<file path="src/rtl/gpio_mode_pkg.sv">
package gpio_mode_pkg;

   typedef enum logic [1:0] {
      PM_INPUT = 2'b00,
      PM_DRIVE = 2'b01,
      PM_RESVD = 2'b10,
      PM_ALTFN = 2'b11
   } pin_mode_e;

   // Only the drive code turns the pin around; reserved falls back to input.
   function automatic logic mode_drives(input logic [1:0] code);
      return pin_mode_e'(code) == PM_DRIVE;
   endfunction

endpackage

</file>
<file path="src/rtl/gpio_in_sync.sv">
module gpio_in_sync #(
   parameter int WIDTH  = 9,
   parameter int STAGES = 2
) (
   input  logic             clk,
   input  logic             rst_n,
   input  logic [WIDTH-1:0] async_in,
   output logic [WIDTH-1:0] sync_out
);
   logic [WIDTH-1:0] chain [STAGES];

   for (genvar s = 0; s < STAGES; s++) begin : g_stage
      if (s == 0) begin : g_first
         always_ff @(posedge clk or negedge rst_n) begin
            if (!rst_n) chain[s] <= '0;
            else        chain[s] <= async_in;
         end
      end else begin : g_next
         always_ff @(posedge clk or negedge rst_n) begin
            if (!rst_n) chain[s] <= '0;
            else        chain[s] <= chain[s-1];
         end
      end
   end

   assign sync_out = chain[STAGES-1];
endmodule

</file>
<file path="src/rtl/gpio_data_reg.sv">
module gpio_data_reg #(
   parameter int PIN_CNT = 9
) (
   input  logic               clk,
   input  logic               por_n,
   input  logic               wr_en,
   input  logic [PIN_CNT-1:0] wr_bits,
   output logic [PIN_CNT-1:0] store_q
);
   // Cleared only by the cold reset; warm reset and idle cycles keep it.
   always_ff @(posedge clk or negedge por_n) begin
      if (!por_n)     store_q <= '0;
      else if (wr_en) store_q <= wr_bits;
   end
endmodule

</file>
<file path="src/rtl/gpio_pin_ctrl.sv">
module gpio_pin_ctrl
   import gpio_mode_pkg::*;
#(
   parameter int PIN_CNT = 9
) (
   input  logic [2*PIN_CNT-1:0] pin_mode,
   input  logic [PIN_CNT-1:0]   store_q,
   input  logic [PIN_CNT-1:0]   level_sync,
   output logic [PIN_CNT-1:0]   drive_en,
   output logic [PIN_CNT-1:0]   rd_bits
);
   for (genvar p = 0; p < PIN_CNT; p++) begin : g_pin
      logic [1:0] code;
      assign code        = pin_mode[2*p +: 2];
      assign drive_en[p] = mode_drives(code);
      assign rd_bits[p]  = drive_en[p] ? store_q[p] : level_sync[p];
   end
endmodule

</file>
<file path="src/rtl/gpio_mode_port.sv">
module gpio_mode_port #(
   parameter int PIN_CNT     = 9,
   parameter int BUS_W       = 16,
   parameter int SYNC_STAGES = 2
) (
   input  logic                 clk,
   input  logic                 por_n,
   input  logic                 warm_n,
   input  logic                 wr_en,
   input  logic                 rd_en,
   input  logic [BUS_W-1:0]     wdata,
   output logic [BUS_W-1:0]     rdata,
   input  logic [2*PIN_CNT-1:0] pin_mode,
   input  logic [PIN_CNT-1:0]   pin_in,
   output logic [PIN_CNT-1:0]   pin_out,
   output logic [PIN_CNT-1:0]   pin_oe
);
   localparam int PAD_W = BUS_W - PIN_CNT;

   if (PIN_CNT < 1 || PIN_CNT > BUS_W) begin : g_bad_width
      $error("gpio_mode_port: PIN_CNT must be 1..BUS_W");
   end
   if (SYNC_STAGES < 2) begin : g_bad_sync
      $error("gpio_mode_port: SYNC_STAGES must be at least 2");
   end

   logic               sys_rst_n;
   logic [PIN_CNT-1:0] store_q;
   logic [PIN_CNT-1:0] level_sync;
   logic [PIN_CNT-1:0] rd_bits;
   logic [BUS_W-1:0]   rd_word;

   assign sys_rst_n = por_n & warm_n;

   gpio_data_reg #(.PIN_CNT(PIN_CNT)) u_store (
      .clk     (clk),
      .por_n   (por_n),
      .wr_en   (wr_en),
      .wr_bits (wdata[PIN_CNT-1:0]),
      .store_q (store_q)
   );

   gpio_in_sync #(.WIDTH(PIN_CNT), .STAGES(SYNC_STAGES)) u_sync (
      .clk      (clk),
      .rst_n    (sys_rst_n),
      .async_in (pin_in),
      .sync_out (level_sync)
   );

   gpio_pin_ctrl #(.PIN_CNT(PIN_CNT)) u_ctrl (
      .pin_mode   (pin_mode),
      .store_q    (store_q),
      .level_sync (level_sync),
      .drive_en   (pin_oe),
      .rd_bits    (rd_bits)
   );

   if (PAD_W > 0) begin : g_pad
      assign rd_word = {{PAD_W{1'b0}}, rd_bits};
   end else begin : g_nopad
      assign rd_word = rd_bits;
   end

   always_ff @(posedge clk or negedge sys_rst_n) begin
      if (!sys_rst_n)  rdata <= '0;
      else if (rd_en)  rdata <= rd_word;
   end

   assign pin_out = store_q;
endmodule

</file>
<file path="config.mk">
export PLATFORM = sky130hd
export DESIGN_NAME = gpio_mode_port
export DESIGN_NICKNAME = d
export VERILOG_FILES = /design/src/rtl/gpio_mode_pkg.sv /design/src/rtl/gpio_in_sync.sv /design/src/rtl/gpio_data_reg.sv /design/src/rtl/gpio_pin_ctrl.sv /design/src/rtl/gpio_mode_port.sv
export SDC_FILE = /design/constraint.sdc
export NUM_CORES = 1
export LEC_CHECK = 0
export CAP_MARGIN = 20
export CORE_ASPECT_RATIO = 0.8
export CORE_MARGIN = 4
export CORE_UTILIZATION = 34
export DETAILED_ROUTE_END_ITERATION = 8
export GPL_ROUTABILITY_DRIVEN = 0
export GPL_TIMING_DRIVEN = 0
export PLACE_DENSITY = 0.86
export SLEW_MARGIN = 10
export SYNTH_ARGS = -nofsm -noshare
export SYNTH_HDL_FRONTEND = slang
export SYNTH_SLANG_ARGS = --single-unit
</file>
<file path="constraint.sdc">
create_clock -name clk -period 0.89 [get_ports clk]
set_input_delay 0.178 -clock clk [delete_from_list [all_inputs] [get_ports clk]]
set_output_delay 0.178 -clock clk [all_outputs]
set_load 0.02 [all_outputs]
</file>
==> results_dict.tcl, run 1 <==
set metrics [dict create \
    yosys.area_share.simple_pct 15.5 \
    antenna_cells 0 \
    path_cells "buf_6" \
    instances_no_fill 264 \
    gr-usage-all-layers_pct 15.3 \
    chipHeight_um 67.2 \
    cts_root_buf "clkbuf_8" \
    postLayoutCoreUtil_pct 62.6 \
    finalWorstSetupSlack_ns -0.124 \
    worst-path-max-fanout 2 \
    powerDensity_mw_per_mm2 1630 \
    dp_hpwl_um 2720 \
    fin_worst_skew_ns 0.00311 \
    drcViolationCount 0 \
    fillers 356 \
    hp-class "input pin to asynchronous set/reset pin" \
    ant_nets 0 \
    synthAdderAreaFrac_pct 0 \
    cts.sinks 36 \
    cts_max_level 2 \
    worst_slew_pin_slew_ns 0.507 \
    yosysWarnings 0 \
    synth-xor-area-share_pct 0 \
    required_ns 0.71 \
    synth-compound-area-share_pct 7.56 \
    max_freq_ghz 0.987 \
    vias 1179 \
    cts_tree "yes" \
    ios 82 \
    cts_buffer_depth 2 \
    cp_num_cells 1 \
    power_switching_mw 1.08 \
    synth_top_family_by_area "simple AND/OR/NAND/NOR gates" \
    grt_first_pass_wirelength_um 6110 \
    hold_viol 9 \
    crit_buf_inv 1 \
    swShare_pct 25.0 \
    ys_ff_latch 36 \
    core_mm2 0.00420 \
    critical_path.max_stage_delay_ns 0.41 \
    wirelength_um 3960 \
    p_int_mw 3.23 \
    dieArea_mm2 0.00551 \
    synth_seq_area_share_pct 60.5 \
    synthCells 103 \
    avgSynthCellArea_um2 14.5 \
    power.total_mw 4.30 \
    hold-worst-slack_ns -0.0328 \
    grt_max_degree 15 \
    core.rowCount 21 \
    drt_iter0_markers 70 \
    antenna_found_initial 0 \
    maxSlewViolCount 0 \
    synth.cell_area_mm2 0.00149 \
    synth_cell_type_count 12 \
    p_leak_nw 1.29 \
    critical_path_class "flop to output pin" \
    violations "hold timing, setup timing" \
    reg2reg_depth 2 \
    p_comb_share_pct 25.1 \
    firstDrtPassIters 4 \
    wl_per_cell_um 15.0 \
    synthMuxAreaShare_pct 9.08 \
    rsz0062_at_grt "yes" \
    final_nets 254 \
    outcome "finished with violations" \
    numPortBuffers 65 \
    overflow 0 \
    cts_buffers 5 \
    slew_headroom_pct 66.2 \
    fin_crit_sh_pct 114 \
    irDropWorstVdd_v 0.00129 \
    post-route-min-period_ns 1.01 \
    critical-path-top-delay-family "flip-flops" \
    via_per_inst 4.47 \
    startpoint_type "flop" \
    initial_utilization_pct 35.4 \
    first_global_vias 1262 \
    clk_pin_slew_ns 0.07 \
    p_seq_share_pct 43.1 \
    cap_viol_max_count 0 \
    critPathSlowestCell "dfrtp_1" \
    placed_cell_area_mm2 0.00223 \
    placed_cells 231 \
    setup_violations 27 \
    power_frac_clock_pct 31.8 \
    setup_tns_ns -2.06 \
    area_growth_pct 76.9 \
    layout-drive-gt1-share_pct 47.3 \
    cp_data_arrival_time_ns 0.84 \
    die_w_um 82.0 \
    critical_path.endpoint_type "output pin" \
    dp_slack_ns -0.833 \
    clk_latency_ns 0.28 \
    design_area_mm2 0.00263 \
]
## state kept, by name, summed over array words and instances, names as in the netlist
name / flops
u_sync.chain: 9
rdata: 9
u_store.store_q: 9
u_sync.sync_out: 9
## Yosys cell counts
| master | count | share of area (%) |
|---|---|---|
| nand4b_1 | 9 | 5.3 |
| dfrtp_1 | 36 | 61 |
| conb_1 | 1 | 0.25 |
| nand2_1 | 9 | 2.3 |
| nor2b_1 | 9 | 3.8 |
| buf_4 | 7 | 3.5 |
| nand2b_1 | 9 | 3.8 |
| o211ai_2 | 9 | 7.6 |
| buf_6 | 2 | 1.5 |
| and2_1 | 1 | 0.42 |
| mux2_4 | 9 | 9.1 |
| buf_8 | 2 | 2.0 |
## placed cells by master, fill, tap and decap left out, types with 14 or more instances in the layout
cell type	Yosys	routed
buf_6	2	34
buf_4	7	26
dfrtp_1	36	36
clkdlybuf4s50_1	0	19
dlygate4sd2_1	0	14
## kinds of logic after synthesis
| family | after synthesis |
|---|---|
| other cells | 1 |
| buf+inv | 11 |
| simple gates | 37 |
| compound gates | 9 |
| flops | 36 |
| mux | 9 |
## power groups by stage
stage               Clock (mW)  Combinational [mW]  Sequential, mW
floorplan                    0               0.320            1.97
global placement             0               0.883            1.87
detailed placement           0               0.900            1.87
CTS                       1.41                1.05            1.85
global route              1.49                1.14            1.87
finish                    1.37                1.08            1.85
## per-layer routing
| metal | GRT usage (%) | vias up | part of all wire (%) |
|---|---|---|---|
| li1 | - | 548 | - |
| met1 | 16.3 | 573 | 38 |
| met2 | 27.4 | 54 | 52 |
| met3 | 7.33 | 4 | 9.5 |
| met4 | 3.73 | 0 | 0.48 |
| met5 | 0 | - | 0 |
## cell type report
cell class	count	area [um^2]	area share, %
tap	57	71.3	2.71
buffer	11	105	3.99
timing repair buffer	89	866	32.9
sequential	36	901	34.2
clock buffer	6	72.6	2.76
clock inverter	2	35.0	1.33
multi-input combinational	63	583	22.1
## path summary, 6_finish.rpt
path                                         start                 end  slack, ns
worst min-delay path                         por_n  u_store.store_q[1]      -0.03
worst max-delay path            u_store.store_q[0]          pin_out[0]      -0.12
max in group asynchronous                    por_n            rdata[5]       0.17
worst min register to register    u_sync.chain[16]  u_sync.sync_out[7]       0.35
worst max register to register  u_store.store_q[0]  u_store.store_q[0]      -0.04
min in group clk                             rd_en            rdata[0]       0.24
## timing repair
item / 4_1_cts / 5_1_grt
setup endpoints to repair: 54 / 39
hold endpoints to repair: 9 / 9
cloned: 1 / 0
setup buffers: 20 / 4
pin swaps: 1 / 5
resized for setup: 200 / 10
Note: power is estimated with default switching activity, not from simulation.
==> run 2, diff against run 1 <==
CORE_MARGIN = unset   (was 4)
==> run 2 against run 1 <==
The run still ends with hold timing, setup timing left. Global-route usage rose by 0.94 points. Clock skew rose by 0.0013 ns. Cell count fell by 0.76%. Design area fell by 1.5%. Worst setup slack improved by 0.014 ns. Maximum frequency rose by 1.4%. Total power fell by 8.0%. Sequential share of layout area rose by 0.51 points. Routed wire length fell by 8.5%. Sequential cell count did not move. Via count fell by 4.0%. Clock-buffer cell count did not move. Critical endpoint is now pin_out[5]. Highest routed layer unchanged.
==> results_dict.tcl, run 2 (synthesized netlist as in run 1, its figures left out) <==
set metrics [dict create \
    drcViolationCount 0 \
    initial_utilization_pct 35.4 \
    cts_tree "yes" \
    required_ns 0.71 \
    critPathSlowestCell "dfrtp_1" \
    fin_worst_skew_ns 0.00443 \
    r2r_setup_slack_ns -0.03 \
    p_leak_nw 1.27 \
    design_area_mm2 0.00259 \
    overflow 0 \
    clk_pin_slew_ns 0.07 \
    powerDensity_mw_per_mm2 1520 \
    wl_met1_um 1490 \
    crit_buf_inv 1 \
    wirelength_um 3620 \
    reg2reg_depth 2 \
    via_per_inst 4.32 \
    critical_path_class "flop to output pin" \
    area_growth_pct 74.3 \
    maxSlewViolCount 0 \
    hp-class "input pin to asynchronous set/reset pin" \
    cts_max_level 2 \
    gr-usage-all-layers_pct 16.3 \
    post-route-min-period_ns 0.999 \
    clk_latency_ns 0.28 \
    slew_headroom_pct 63.7 \
    cts_root_buf "clkbuf_8" \
    startpoint_type "flop" \
    wl_met2_um 1860 \
    first_global_vias 1127 \
    core_mm2 0.00420 \
    layout-drive-gt1-share_pct 46.8 \
    path_cells "buf_6" \
    final_nets 253 \
    worst_slew_pin_slew_ns 0.544 \
    fillers 340 \
    irDropWorstVdd_v 0.00101 \
    placed_cell_area_mm2 0.00223 \
    max_freq_ghz 1.00 \
    rr_endpoint "u_store.store_q[7]" \
    firstDrtPassIters 3 \
    critical_path.endpoint_type "output pin" \
    ios 82 \
    grt_max_degree 28 \
    dieArea_mm2 0.00465 \
    outcome "finished with violations" \
    wl_met3_um 230 \
    chipHeight_um 61.2 \
    multi_input_area_um2 583 \
    cap_viol_max_count 0 \
    postLayoutCoreUtil_pct 61.7 \
    critical-path-top-delay-family "flip-flops" \
    power.total_mw 3.96 \
    worst-path-max-fanout 2 \
    final_cell_mix "dfrtp_1 (36), buf_6 (31), buf_4 (28), clkdlybuf4s50_1 (19), clkdlybuf4s15_1 (13)" \
    wl_per_cell_um 13.8 \
    dr.max_layer_used "met4" \
    vias 1132 \
    regArea_um2 901 \
    dp_hpwl_um 2390 \
    final_common_cell "dfrtp_1" \
    numPortBuffers 65 \
    grt_first_pass_wirelength_um 5440 \
    core.rowCount 21 \
    rsz0062_at_grt "yes" \
    cts.sinks 36 \
    antenna_cells 0 \
    setup_violations 27 \
    reg2reg_from "u_store.store_q[7]" \
    drt_iter0_markers 44 \
    finalWorstSetupSlack_ns -0.109 \
    fin_crit_sh_pct 112 \
    die_w_um 76.0 \
    ant_nets 0 \
    cts_buffers 5 \
    violations "hold timing, setup timing" \
    cp_data_arrival_time_ns 0.82 \
    hold-worst-slack_ns -0.0436 \
    hold_viol 9 \
    cts_buffer_depth 2 \
    antenna_found_initial 0 \
    critical_path.max_stage_delay_ns 0.41 \
]
==> run 2: worst max path at each step <==
stage / from / to / cells past startpoint
2_1_floorplan: u_store.store_q[1] / u_store.store_q[1] / 1
3_3_place_gp: pin_mode[0] / pin_oe[0] / 3
3_5_place_dp: pin_mode[10] / pin_oe[5] / 3
4_1_cts: u_store.store_q[6] / pin_out[6] / 1
5_1_grt: u_store.store_q[2] / pin_out[2] / 1
6_report: u_store.store_q[5] / pin_out[5] / 1
==> run 2: final cells by class <==
cell class	instances	area share (%)
sequential	36	34.7
tap	57	2.75
multi-input combinational	63	22.5
buffer	11	4.05
timing repair buffer	88	33.0
clock inverter	1	0.193
clock buffer	6	2.80
==> run 2: repair_timing <==
item                       in CTS  in global routing
setup buffers                  19                  4
pin swaps                       0                  3
gates resized for setup       201                 14
setup endpoints to repair      54                 66
gates cloned                    0                  1
hold endpoints to repair        9                  9
==> run 2: per-layer routing <==
layer	track usage [%]	vias up
met4	5.77	0
met1	19.4	539
met3	6.52	5
li1	-	543
met5	0	-
met2	27.5	45
==> run 2: power breakdown <==
part	total (mW)	switching (mW)	internal (mW)
Sequential	1.85	0.0804	1.77
Clock	1.05	0.515	0.531
Combinational	1.06	0.441	0.621
Total	3.96	1.04	2.92
==> run 2: metrics by stage <==
stage / setup slack, ns / instances / TNS, ns
finish: -0.109 / 262 / -1.89
global placement: -0.815 / 231 / -34.04
global route: -0.148 / 262 / -2.83
detailed placement: -0.821 / 231 / -34.93
floorplan: 0.0424 / 109 / 0
CTS: -0.121 / 257 / -2.09
